**config.mk**
```make
export PLATFORM = sky130hd
export DESIGN_NAME = rro_alu
export DESIGN_NICKNAME = d
export VERILOG_FILES = /design/src/rtl/rro_pkg.sv /design/src/rtl/rro_rotl.sv /design/src/rtl/rro_slices.sv /design/src/rtl/rro_alu.sv
export SDC_FILE = /design/constraint.sdc
export NUM_CORES = 1
export LEC_CHECK = 0
export BUFFER_PORTS_ARGS = -buffer_cell sky130_fd_sc_hd__buf_2
export CAP_MARGIN = 20
export CELL_PAD_IN_SITES_DETAIL_PLACEMENT = 0
export CELL_PAD_IN_SITES_GLOBAL_PLACEMENT = 1
export CORE_AREA = 2 2 136 138
export DETAILED_ROUTE_END_ITERATION = 8
export DIE_AREA = 0 0 138 140
export PLACE_DENSITY_LB_ADDON = 0.1
export SYNTH_ARGS = -nofsm -noshare
export SYNTH_HDL_FRONTEND = slang
export SYNTH_HIERARCHICAL = 1
export SYNTH_SLANG_ARGS = --single-unit
export TNS_END_PERCENT = 5
```
**constraint.sdc**
```tcl
create_clock -name clk -period 13.25 [get_ports clk]
set_clock_uncertainty 0.15 [all_clocks]
set_input_delay 3.975 -clock clk [delete_from_list [all_inputs] [get_ports clk]]
set_output_delay 3.975 -clock clk [all_outputs]
set_load 0.02 [all_outputs]
```
**src/rtl/rro_pkg.sv**
```systemverilog
package rro_pkg;

    typedef enum logic [2:0] {
        OP_AND = 3'd0,
        OP_OR  = 3'd1,
        OP_XOR = 3'd2,
        OP_ADD = 3'd3,
        OP_SUB = 3'd4
    } alu_op_e;

    typedef enum logic {
        PH_IDLE  = 1'b0,
        PH_CHECK = 1'b1
    } phase_e;

    // Unused codes fall back to AND.
    function automatic alu_op_e norm_op(input logic [2:0] code);
        case (code)
            3'd1:    return OP_OR;
            3'd2:    return OP_XOR;
            3'd3:    return OP_ADD;
            3'd4:    return OP_SUB;
            default: return OP_AND;
        endcase
    endfunction

endpackage

```
**src/rtl/rro_rotl.sv**
```systemverilog
// Fixed left rotation network: bit i moves to (i + SH) mod W.
module rro_rotl #(
    parameter int W  = 9,
    parameter int SH = 1
) (
    input  logic [W-1:0] din,
    output logic [W-1:0] dout
);
    localparam int S = SH % W;

    for (genvar i = 0; i < W; i++) begin : g_bit
        assign dout[(i + S) % W] = din[i];
    end
endmodule

```
**src/rtl/rro_slices.sv**
```systemverilog
// WIDTH+1 bit slices with a ripple chain that starts at slice `cut`
// and wraps from the top slice to slice 0.
module rro_slices
    import rro_pkg::*;
#(
    parameter int DW = 9,
    parameter int CW = $clog2(DW)
) (
    input  alu_op_e         op,
    input  logic [DW-1:0]   a,
    input  logic [DW-1:0]   b,
    input  logic            cin,
    input  logic [CW-1:0]   cut,
    input  logic [DW-1:0]   fault_mask,
    input  logic [DW-1:0]   fault_value,
    output logic [DW-1:0]   y,
    output logic            chain_out
);
    localparam logic [CW:0] DW_L = (CW+1)'(DW);

    logic [DW-1:0] sum_v;
    logic [DW-1:0] raw_v;
    logic          c_w;
    logic [CW:0]   pos_w;
    logic [CW-1:0] idx_w;

    always_comb begin
        sum_v = '0;
        c_w   = cin;
        pos_w = '0;
        idx_w = '0;
        for (int j = 0; j < DW; j++) begin
            pos_w = {1'b0, cut} + (CW+1)'(j);
            if (pos_w >= DW_L) pos_w = pos_w - DW_L;
            idx_w = pos_w[CW-1:0];
            sum_v[idx_w] = a[idx_w] ^ b[idx_w] ^ c_w;
            c_w = (a[idx_w] & b[idx_w]) | (c_w & (a[idx_w] ^ b[idx_w]));
        end
        chain_out = c_w;
    end

    always_comb begin
        case (op)
            OP_OR:          raw_v = a | b;
            OP_XOR:         raw_v = a ^ b;
            OP_ADD, OP_SUB: raw_v = sum_v;
            default:        raw_v = a & b;
        endcase
        y = (raw_v & ~fault_mask) | (fault_value & fault_mask);
    end
endmodule

```
**src/rtl/rro_alu.sv**
```systemverilog
module rro_alu
    import rro_pkg::*;
#(
    parameter int WIDTH = 8,
    parameter int ROT   = 3
) (
    input  logic             clk,
    input  logic             rst,
    input  logic             start,
    input  logic [2:0]       op,
    input  logic [WIDTH-1:0] a,
    input  logic [WIDTH-1:0] b,
    input  logic [WIDTH:0]   fault_mask,
    input  logic [WIDTH:0]   fault_value,
    output logic [WIDTH-1:0] result,
    output logic             carry,
    output logic             error,
    output logic             done
);
    localparam int DW    = WIDTH + 1;
    localparam int K_EFF = ROT % DW;
    localparam int CW    = $clog2(DW);
    localparam logic [CW-1:0] CUT_CHK = CW'(K_EFF);

    typedef struct packed {
        phase_e           phase;
        alu_op_e          op;
        logic [WIDTH-1:0] a;
        logic [WIDTH-1:0] b;
        logic [DW-1:0]    ref_v;
        logic [WIDTH-1:0] result;
        logic             carry;
        logic             error;
        logic             done;
    } regs_t;

    regs_t cur_q, nxt_d;

    alu_op_e       in_op, dp_op;
    logic [DW-1:0] in_a, in_b, held_a, held_b, rot_a, rot_b;
    logic [DW-1:0] dp_a, dp_b, dp_y, back_y;
    logic [CW-1:0] dp_cut;
    logic          chain_out;

    // Operand preparation: spare slice zero, B inverted for subtraction.
    always_comb begin
        in_op  = norm_op(op);
        in_a   = {1'b0, a};
        in_b   = {1'b0, (in_op == OP_SUB) ? ~b : b};
        held_a = {1'b0, cur_q.a};
        held_b = {1'b0, (cur_q.op == OP_SUB) ? ~cur_q.b : cur_q.b};
    end

    rro_rotl #(.W(DW), .SH(K_EFF)) u_rot_a (.din(held_a), .dout(rot_a));
    rro_rotl #(.W(DW), .SH(K_EFF)) u_rot_b (.din(held_b), .dout(rot_b));

    always_comb begin
        if (cur_q.phase == PH_IDLE) begin
            dp_op  = in_op;
            dp_a   = in_a;
            dp_b   = in_b;
            dp_cut = '0;
        end else begin
            dp_op  = cur_q.op;
            dp_a   = rot_a;
            dp_b   = rot_b;
            dp_cut = CUT_CHK;
        end
    end

    rro_slices #(.DW(DW), .CW(CW)) u_slices (
        .op          (dp_op),
        .a           (dp_a),
        .b           (dp_b),
        .cin         (dp_op == OP_SUB),
        .cut         (dp_cut),
        .fault_mask  (fault_mask),
        .fault_value (fault_value),
        .y           (dp_y),
        .chain_out   (chain_out)
    );

    rro_rotl #(.W(DW), .SH(DW - K_EFF)) u_unrot (.din(dp_y), .dout(back_y));

    always_comb begin
        nxt_d      = cur_q;
        nxt_d.done = 1'b0;
        case (cur_q.phase)
            PH_IDLE: begin
                if (start) begin
                    nxt_d.phase = PH_CHECK;
                    nxt_d.op    = in_op;
                    nxt_d.a     = a;
                    nxt_d.b     = b;
                    nxt_d.ref_v = dp_y;
                end
            end
            default: begin
                nxt_d.phase  = PH_IDLE;
                nxt_d.done   = 1'b1;
                nxt_d.result = cur_q.ref_v[WIDTH-1:0];
                nxt_d.carry  = cur_q.ref_v[WIDTH];
                nxt_d.error  = (cur_q.ref_v != back_y);
            end
        endcase
    end

    always_ff @(posedge clk) begin
        if (rst) cur_q <= '0;
        else     cur_q <= nxt_d;
    end

    assign result = cur_q.result;
    assign carry  = cur_q.carry;
    assign error  = cur_q.error;
    assign done   = cur_q.done;

    p_done_pulse_r5: assert property (@(posedge clk) disable iff (rst)
        done |=> !done);

    p_accept_to_check_r5: assert property (@(posedge clk) disable iff (rst)
        (cur_q.phase == PH_IDLE && start) |=> (cur_q.phase == PH_CHECK));

    p_check_to_done_r5: assert property (@(posedge clk) disable iff (rst)
        (cur_q.phase == PH_CHECK) |=> done);

    p_hold_outputs_r5: assert property (@(posedge clk) disable iff (rst)
        !done |-> ($stable(result) && $stable(carry) && $stable(error)));

    p_ignore_start_r6: assert property (@(posedge clk) disable iff (rst)
        (cur_q.phase == PH_CHECK && start) |=> (cur_q.phase == PH_IDLE));

    p_clean_no_error_r7: assert property (@(posedge clk) disable iff (rst)
        (done && $past(fault_mask) == '0 && $past(fault_mask, 2) == '0) |-> !error);

    // The spare slice is last in the chain with zero operands: nothing leaves it.
    p_chain_barrier_r11: assert property (@(posedge clk) disable iff (rst)
        !chain_out);
endmodule

```
==> impl_metrics.py, run 1 <==
metrics = {
    "final_layout": {
        "area_growth_pct": 2.936,
        "final_cells": 1364,
        "drive_gt1_share_pct": 12.25,
        "register_area_um2": 804.5,
        "fin_util_pct": 47.61,
        "fill_cells": 1903,
        "diodes": 0,
        "multi_input_area_mm2": 0.006619,
        "nNetsFinal": 1222,
    },
    "critical_path": {
        "critPathMaxFanout": 12,
        "critPathArrivalTime_ns": 11.75,
        "end_kind": "flip-flop",
        "crit_required_ns": 13.27,
        "path_class": "in2reg",
        "worst_setup_path_start_kind": "primary input",
    },
    "drt": {
        "routedWlPerCell_um": 22.88,
        "postRouteAntennaNets": 0,
        "post-route-drc-count": 0,
        "viasPerCell": 6.537,
        "vias": 8916,
        "drt_iter0_markers": 1213,
        "wl_mm": 31.21,
        "drtPass1Iterations": 6,
    },
    "global_route": {
        "grtUsageTotal_pct": 31.02,
        "grt_overflow": 0,
        "grt_first_pass_wirelength_mm": 47.82,
        "grt_pass1_vias": 8002,
        "grt_antenna_before_repair": 0,
        "grt_max_degree": 51,
    },
    "sta": {
        "setup_viol": 0,
        "fin_crit_ns": 11.73,
        "fin_ws_ns": 1.520,
        "hold_violations": 0,
        "slew-limit-headroom_pct": 34.15,
        "max_freq_mhz": 85.25,
        "setup_tns_ns": 0,
        "timing.final.crit_share_pct": 88.53,
        "slew_violations": 0,
        "tightest_slew_ns": 0.9831,
        "rsz0062_at_grt": "no",
        "fin_hold_ws_ns": 0.3015,
    },
    "synthesis": {
        "synth_enable_flop_cells": 0,
        "async_flop_share_pct": 0,
        "syn_avg_cell_area_um2": 7.096,
        "ys_seq_area_share_pct": 9.737,
        "synth_top_area_cell": "dfxtp_1",
        "synth_flop_cell": "dfxtp_1",
        "synth_area_leaders": "dfxtp_1 9.7%, mux2i_1 7.3%, ha_1 5.9%",
        "synth.top_cell.area_share_pct": 9.737,
        "yosys_register_bits": 40,
        "syn-cell-area_mm2": 0.008224,
        "netlist_instances": 1159,
        "ys_types": 92,
        "yosysMostFrequentCell": "nor2_1",
        "yosys-top-cells-count": "112 x nor2_1, 108 x nand2_1, 95 x a21oi_1",
        "ys_warn_count": 6,
    },
    "clock_tree": {
        "post_cts_buffers": 0,
        "cts-root-buf": "clkbuf_16",
        "cts_hold_buf": 0,
        "numCtsBuffers": 5,
        "cts_tree": "yes",
        "cts.sinks": 40,
        "cts_buffer_depth": 2,
        "clk_pin_slew_ns": 0.06,
        "ctsResizeCount": 0,
        "htree_levels": 2,
        "insertion_delay_ns": 0.28,
    },
    "placement": {
        "dp_hpwl_mm": 23.81,
        "place_congestion": 1.017,
        "port_buffers": 50,
        "dp.cells": 1355,
        "pre_cts_ws_ns": 1.328,
    },
    "die": {
        "core_mm2": 0.01778,
        "die_width_um": 138,
        "dieArea_mm2": 0.01932,
        "rows": 49,
        "die_h_um": 140,
        "start_util_pct": 46.26,
        "ios": 51,
    },
    "run_status": {
        "status": "finished, final reports clean",
    },
    "min_path": {
        "hold_path_class": "reg2reg",
    },
    "pwr": {
        "peakVddDrop_mv": 0.08494,
        "power.leakage_nw": 3.245,
        "p_per_area_mw_per_mm2": 94.80,
    },
    "run": {
        "drv_cap": 0,
    },
}
==> critical path, stage by stage <==
cell and delay (ns):
buf_2 0.11, nor3b_2 0.75, xnor2_1 0.12, o21ai_1 0.70, mux4_2 0.39, mux2i_1 0.07
o22ai_1 0.16, fa_1 0.20, inv_1 0.05, fa_1 0.40, fa_1 0.39, fa_1 0.41
fa_1 0.41, fa_1 0.41, fa_1 0.40, fa_1 0.38, inv_1 0.08, fa_1 0.40
nor2_1 0.09, a2111oi_0 0.34, o21ai_0 0.17, o41ai_1 0.79, xnor2_1 0.19, nand4_1 0.09
o31a_1 0.28
==> final cells by class <==
type | instances | area share, %
multi-input cells | 971 | 78.19
repair buffers | 77 | 5.439
flip-flops and latches | 40 | 9.503
inverters | 39 | 1.729
well taps | 229 | 3.385
clock inverters | 2 | 0.1182
clock buffers | 6 | 1.641
==> registers in the layout, indices dropped and copies added, names as in the netlist <==
register,flops
result,8
carry,1
cur_q,29
error,1
done,1
==> routing by layer <==
| layer | GRT usage [%] | part of all wire [%] | vias to the layer above |
|---|---|---|---|
| met5 | 0 | 0 | - |
| met4 | 8.378 | 2.9 | 0 |
| met1 | 44.26 | 44 | 4232 |
| met3 | 4.034 | 8.5 | 61 |
| li1 | - | - | 4187 |
| met2 | 49.37 | 45 | 436 |
==> where the power goes <==
part / total, mW / internal [mW] / switching (mW)
combinational: 0.546 / 0.195 / 0.351
sequential: 0.134 / 0.127 / 0.00747
clock: 0.123 / 0.0742 / 0.0483
total: 0.803 / 0.396 / 0.407
==> kinds of logic (layout without fill, tap and decap cells) <==
logic type | Yosys count | after routing | share of synthesized area [%]
buffers and inverters | 160 | 124 | 10.36
adders and majority gates | 48 | 48 | 8.124
AOI/OAI and AO/OA | 396 | 396 | 33.01
other | 1 | 13 | 0.04560
xor gates and xnor gates | 40 | 40 | 4.519
DFF | 40 | 40 | 9.737
and+or+nand+nor | 394 | 394 | 23.31
muxes | 80 | 80 | 10.89
==> layout by cell type (no fill, tap or decap), types with 21 or more instances in the layout <==
cell type,n
nor2b_1,21
buf_2,50
dfxtp_1,39
nor2_1,112
o22ai_1,34
a21oi_1,95
mux2i_1,60
ha_1,39
o21ai_0,49
nand2b_1,22
xnor2_1,28
inv_1,37
nand2_1,108
nor3_1,33
buf_4,26
==> path summary, 6_finish.rpt <==
check	from	cells past startpoint	slack, ns	to
worst min register to register	cur_q[30]$_SDFFE_PP0P_	2	0.30	cur_q[30]$_SDFFE_PP0P_
worst max register to register	cur_q[39]$_SDFF_PP0_	27	3.80	error$_SDFFE_PP0P_
worst max-delay path	op[1]	25	1.52	error$_SDFFE_PP0P_
worst min-delay path	cur_q[30]$_SDFFE_PP0P_	2	0.30	cur_q[30]$_SDFFE_PP0P_
==> metrics by stage <==
step / cell area, µm² / power, mW
floorplan: 8269 / 0.5261
global placement: 8302 / 0.6508
detailed placement: 8302 / 0.6501
CTS: 8451 / 0.7749
global route: 8466 / 0.8471
finish: 8466 / 0.8025
Power figures use the tool's default switching activity.
==> run 2: changes to the inputs <==
--- a/config.mk
+++ b/config.mk
@@ -13,6 +13,7 @@
 export DETAILED_ROUTE_END_ITERATION = 8
 export DIE_AREA = 0 0 138 140
 export PLACE_DENSITY_LB_ADDON = 0.1
+export REMOVE_ABC_BUFFERS = 1
 export SYNTH_ARGS = -nofsm -noshare
 export SYNTH_HDL_FRONTEND = slang
 export SYNTH_HIERARCHICAL = 1
==> impl_metrics.py, run 2 (synthesis results as in run 1) <==
metrics = {
    "run_status": {
        "status": "finished, final reports clean",
    },
    "final_layout": {
        "layout_commonest_cell": "nor2_1",
        "largest_reg_flops": 29,
        "area_growth_pct": 2.632,
        "top_register": "cur_q",
        "diodes": 0,
        "fin_util_pct": 47.47,
        "stdcell_area_mm2": 0.008441,
        "drive_gt1_share_pct": 12.01,
        "layout_common_cells": "112 x nor2_1, 108 x nand2_1, 95 x a21oi_1",
        "nNetsFinal": 1219,
    },
    "critical_path": {
        "critPathArrivalTime_ns": 11.24,
        "r2r_slack_ns": 3.74,
        "path_class": "in2reg",
        "cp_common_cell": "fa_1",
        "crit_required_ns": 13.27,
        "slowest_stage": "o21ai_1",
        "end_kind": "flip-flop",
        "critPathMaxFanout": 11,
        "cpPeakStageDelay_ns": 0.69,
        "r2r_end": "error$_SDFFE_PP0P_",
        "r2r_start": "cur_q[39]$_SDFF_PP0_",
        "worst_setup_path_start_kind": "primary input",
        "rr_worst_depth": 28,
    },
    "min_path": {
        "hold_depth": 2,
        "hold_path_class": "reg2reg",
        "holdCritStartpoint": "cur_q[33]$_SDFFE_PP0P_",
        "min_to": "cur_q[33]$_SDFFE_PP0P_",
    },
    "pwr": {
        "switchingPower_uw": 419.1,
        "clkPwrFrac_pct": 15.0,
        "sw_frac_of_total_pct": 51.76,
        "power.leakage_nw": 3.226,
        "cell_internal_pwr_uw": 390.6,
        "comb_power_share_pct": 68.7,
        "p_per_area_mw_per_mm2": 95.93,
        "peakVddDrop_mv": 0.07345,
        "pwr-share-seq_pct": 16.3,
    },
    "clock_tree": {
        "clk_pin_slew_ns": 0.06,
        "insertion_delay_ns": 0.29,
        "cts.sinks": 40,
        "cts-root-buf": "clkbuf_16",
        "post_cts_buffers": 0,
        "cts_tree": "yes",
        "ctsResizeCount": 0,
        "htree_levels": 2,
        "numCtsBuffers": 5,
        "cts_buffer_depth": 2,
        "cts_hold_buf": 0,
    },
    "drt": {
        "drt_iter0_markers": 911,
        "drtPass1Iterations": 8,
        "viasPerCell": 6.549,
        "post-route-drc-count": 0,
        "routedWlPerCell_um": 22.95,
        "postRouteAntennaNets": 0,
        "vias": 8913,
        "wl_mm": 31.24,
    },
    "sta": {
        "tightest_slew_ns": 1.007,
        "setup_viol": 0,
        "hold_violations": 0,
        "fin_ws_ns": 2.030,
        "slew-limit-headroom_pct": 32.57,
        "max_freq_mhz": 89.12,
        "timing.final.crit_share_pct": 84.68,
        "rsz0062_at_grt": "no",
        "setup_tns_ns": 0,
        "slew_violations": 0,
        "fin_crit_ns": 11.22,
    },
    "global_route": {
        "grt_first_pass_wirelength_mm": 48.00,
        "grt_max_degree": 65,
        "grt_overflow": 0,
        "grt_antenna_before_repair": 0,
        "grt_pass1_vias": 7954,
        "grtUsageTotal_pct": 30.92,
    },
    "placement": {
        "dp_hpwl_mm": 23.32,
        "dpl-instance-area_mm2": 0.008279,
        "port_buffers": 50,
        "pre_cts_ws_ns": 1.860,
        "place_congestion": 1.020,
    },
    "die": {
        "dieArea_mm2": 0.01932,
        "die_h_um": 140,
        "rows": 49,
        "die_width_um": 138,
        "start_util_pct": 46.26,
        "core_mm2": 0.01778,
        "ios": 51,
    },
    "run": {
        "drv_cap": 0,
    },
}
[run 2: power by group through the flow]
stage / Clock (mW) / Combinational, mW / Sequential (mW)
6_report: 0.121 / 0.556 / 0.132
5_1_grt: 0.129 / 0.591 / 0.133
4_1_cts: 0.125 / 0.523 / 0.132
3_5_place_dp: 0 / 0.521 / 0.135
3_3_place_gp: 0 / 0.522 / 0.135
2_1_floorplan: 0 / 0.363 / 0.139
[run 2: metrics by stage]
stage,power (mW),cells,hold WS (ns)
2_1_floorplan,0.5022,1050,0.2757
3_3_place_gp,0.6569,1352,0.2876
3_5_place_dp,0.6555,1352,0.2931
4_1_cts,0.7807,1360,0.3024
5_1_grt,0.8524,1361,0.3208
6_report,0.8097,1361,0.2999
[run 2: per-layer routing]
layer / global-route usage, % / wire length (µm) / vias to the layer above
met5: 0 / 0 / -
met4: 11.98 / 1141 / 0
met3: 4.137 / 2303 / 66
met2: 49.58 / 14120 / 433
met1: 42.30 / 13680 / 4247
li1: - / - / 4167
[run 2: worst max-delay path by stage]
stage,from,endpoint,slack (ns)
floorplan,cur_q[39]$_SDFF_PP0_,error$_SDFFE_PP0P_,2.32
global placement,op[1],error$_SDFFE_PP0P_,2.01
detailed placement,op[1],error$_SDFFE_PP0P_,1.86
CTS,op[1],error$_SDFFE_PP0P_,2.15
global route,op[1],error$_SDFFE_PP0P_,1.65
finish,op[1],error$_SDFFE_PP0P_,2.03
[run 2: worst max-delay path: cells and delay by family]
kind                       cells  cell delay (ns)
adders and majority gates      8             3.27
and+or+nand+nor                4             0.88
buffers and inverters          5             0.65
AOI/OAI and AO/OA              8             2.23
xor gates and xnor gates       2             0.24
[run 2: final cells by class]
class                      instances  area [µm²]
timing repair buffer              74       437.9
sequential                        40       804.5
clock buffer                       5       125.1
clock inverter                     3       21.27
multi-input combinational        971        6619
tap                              229       286.5
inverter                          39       146.4
fill                            1866        9339
==> run 3: changes to the inputs <==
--- a/config.mk
+++ b/config.mk
@@ -9,9 +9,9 @@
 export CAP_MARGIN = 20
 export CELL_PAD_IN_SITES_DETAIL_PLACEMENT = 0
 export CELL_PAD_IN_SITES_GLOBAL_PLACEMENT = 1
-export CORE_AREA = 2 2 136 138
+export CORE_AREA = 2 2 143 145
 export DETAILED_ROUTE_END_ITERATION = 8
-export DIE_AREA = 0 0 138 140
+export DIE_AREA = 0 0 145 147
 export PLACE_DENSITY_LB_ADDON = 0.1
 export REMOVE_ABC_BUFFERS = 1
 export SYNTH_ARGS = -nofsm -noshare
==> constraint.sdc (replaced) <==
create_clock -name clk -period 9.54 [get_ports clk]
set_clock_uncertainty 0.15 [all_clocks]
set_input_delay 2.862 -clock clk [delete_from_list [all_inputs] [get_ports clk]]
set_output_delay 2.862 -clock clk [all_outputs]
set_load 0.02 [all_outputs]
==> impl_metrics.py, run 3 (synthesis results as in run 1) <==
metrics = {
    "final_layout": {
        "largest_reg_flops": 29,
        "layout_common_cells": "112 x nor2_1, 108 x nand2_1, 94 x a21oi_1",
        "final_cells": 1433,
        "top_register": "cur_q",
        "multi_input_area_mm2": 0.006648,
        "fin_util_pct": 44.23,
        "nNetsFinal": 1250,
        "drive_gt1_share_pct": 14.88,
        "fill_cells": 2148,
        "area_growth_pct": 6.724,
        "layout_commonest_cell": "nor2_1",
        "diodes": 0,
        "register_area_um2": 804.5,
    },
    "clock_tree": {
        "post_cts_buffers": 0,
        "clk_pin_slew_ns": 0.06,
        "cts.sinks": 40,
        "insertion_delay_ns": 0.29,
        "htree_levels": 2,
        "cts_tree": "yes",
        "numCtsBuffers": 5,
        "cts_buffer_depth": 2,
        "cts_hold_buf": 0,
        "cts-root-buf": "clkbuf_16",
    },
    "placement": {
        "dp_hpwl_mm": 25.04,
        "dp.cells": 1424,
        "port_buffers": 50,
        "place_congestion": 0.9571,
    },
    "critical_path": {
        "r2r_start": "cur_q[39]$_SDFF_PP0_",
        "path_delay_family": "adder cells",
        "cpPeakStageDelay_ns": 0.43,
        "worst_setup_path_start_kind": "primary input",
        "path_buf_inv": 6,
        "end_kind": "flip-flop",
        "path_class": "in2reg",
        "r2r_slack_ns": 1.39,
        "critPathMaxFanout": 10,
        "critPathArrivalTime_ns": 9.35,
        "slowest_stage": "fa_1",
        "crit_required_ns": 9.57,
        "r2r_end": "error$_SDFFE_PP0P_",
        "rr_worst_depth": 28,
        "cp_common_cell": "fa_1",
    },
    "min_path": {
        "hold_path_class": "reg2reg",
        "holdCritStartpoint": "cur_q[33]$_SDFFE_PP0P_",
        "min_to": "cur_q[33]$_SDFFE_PP0P_",
        "hold_depth": 2,
    },
    "die": {
        "rows": 52,
        "die_h_um": 147,
        "start_util_pct": 41.44,
        "core_mm2": 0.01984,
        "die_width_um": 145,
        "dieArea_mm2": 0.02132,
        "ios": 51,
    },
    "global_route": {
        "grt_first_pass_wirelength_mm": 50.03,
        "grt_max_degree": 60,
        "grt_pass1_vias": 8334,
        "grt_antenna_before_repair": 0,
        "grtUsageTotal_pct": 29.99,
        "grt_overflow": 0,
    },
    "pwr": {
        "power.leakage_nw": 3.398,
        "p_per_area_mw_per_mm2": 137.4,
        "peakVddDrop_mv": 0.1270,
    },
    "sta": {
        "setup_viol": 0,
        "max_freq_mhz": 107.3,
        "slew_violations": 0,
        "slew-limit-headroom_pct": 23.13,
        "hold_violations": 0,
        "fin_hold_ws_ns": 0.3013,
        "tightest_slew_ns": 1.124,
        "fin_crit_ns": 9.320,
        "timing.final.crit_share_pct": 97.69,
    },
    "run_status": {
        "status": "finished, final reports clean",
    },
    "drt": {
        "postRouteAntennaNets": 0,
        "vias": 8996,
        "wl_mm": 32.82,
        "routedWlPerCell_um": 22.90,
        "viasPerCell": 6.278,
        "post-route-drc-count": 0,
        "drt_iter0_markers": 916,
        "drtPass1Iterations": 5,
    },
    "run": {
        "drv_cap": 0,
    },
}
==> run 3: tightest hold or removal path: stages (launching register included) <==
cell and delay, ns:
dfxtp_1 0.31, nand2_1 0.05, a21oi_1 0.05
==> run 3: worst max path at each step <==
stage | start | endpoint | slack, ns | cells past startpoint
5_1_grt | op[1] | error$_SDFFE_PP0P_ | -0.07 | 28
3_5_place_dp | op[1] | error$_SDFFE_PP0P_ | -0.15 | 27
4_1_cts | op[1] | error$_SDFFE_PP0P_ | 0.13 | 27
2_1_floorplan | cur_q[39]$_SDFF_PP0_ | error$_SDFFE_PP0P_ | -1.39 | 27
6_report | op[1] | error$_SDFFE_PP0P_ | 0.22 | 27
3_3_place_gp | op[1] | error$_SDFFE_PP0P_ | 0.03 | 27
==> run 3: cell type report <==
type / instances / share of cell area (%)
clock buffer: 5 / 1.426
clock inverter: 3 / 0.4704
inverter: 39 / 1.668
multi-input combinational: 971 / 75.74
sequential: 40 / 9.166
tap: 270 / 3.849
timing repair buffer: 105 / 7.684
==> run 3: stage by stage <==
| stage | setup TNS, ns | setup slack, ns | area (µm²) | total power [mW] |
|---|---|---|---|---|
| after floorplan | -9.310 | -1.389 | 7564 | 0.6975 |
| after global placement | 0 | 0.03069 | 8563 | 0.9683 |
| after detailed placement | -0.1468 | -0.1468 | 8563 | 0.9643 |
| after CTS | 0 | 0.1294 | 8730 | 1.165 |
| after global routing | -0.06832 | -0.06832 | 8777 | 1.272 |
| final | 0 | 0.2203 | 8777 | 1.206 |
==> run 3: per-layer routing <==
metal / track usage [%] / up-vias / wire, µm
li1: - / 4242 / -
met1: 40.65 / 4263 / 14160
met2: 47.36 / 421 / 14550
met3: 5.186 / 70 / 2817
met4: 12.18 / 0 / 1292
met5: 0 / - / 0
==> run 3: timing repair <==
item	CTS	global route
endpoints found under the hold margin	0	0
endpoints found under the setup margin	0	1
resized for setup	0	8
==> run 3: power breakdown <==
| part | internal, mW | switching (mW) |
|---|---|---|
| logic | 0.306 | 0.518 |
| clock network | 0.123 | 0.0736 |
| registers | 0.176 | 0.00924 |
| total | 0.605 | 0.600 |
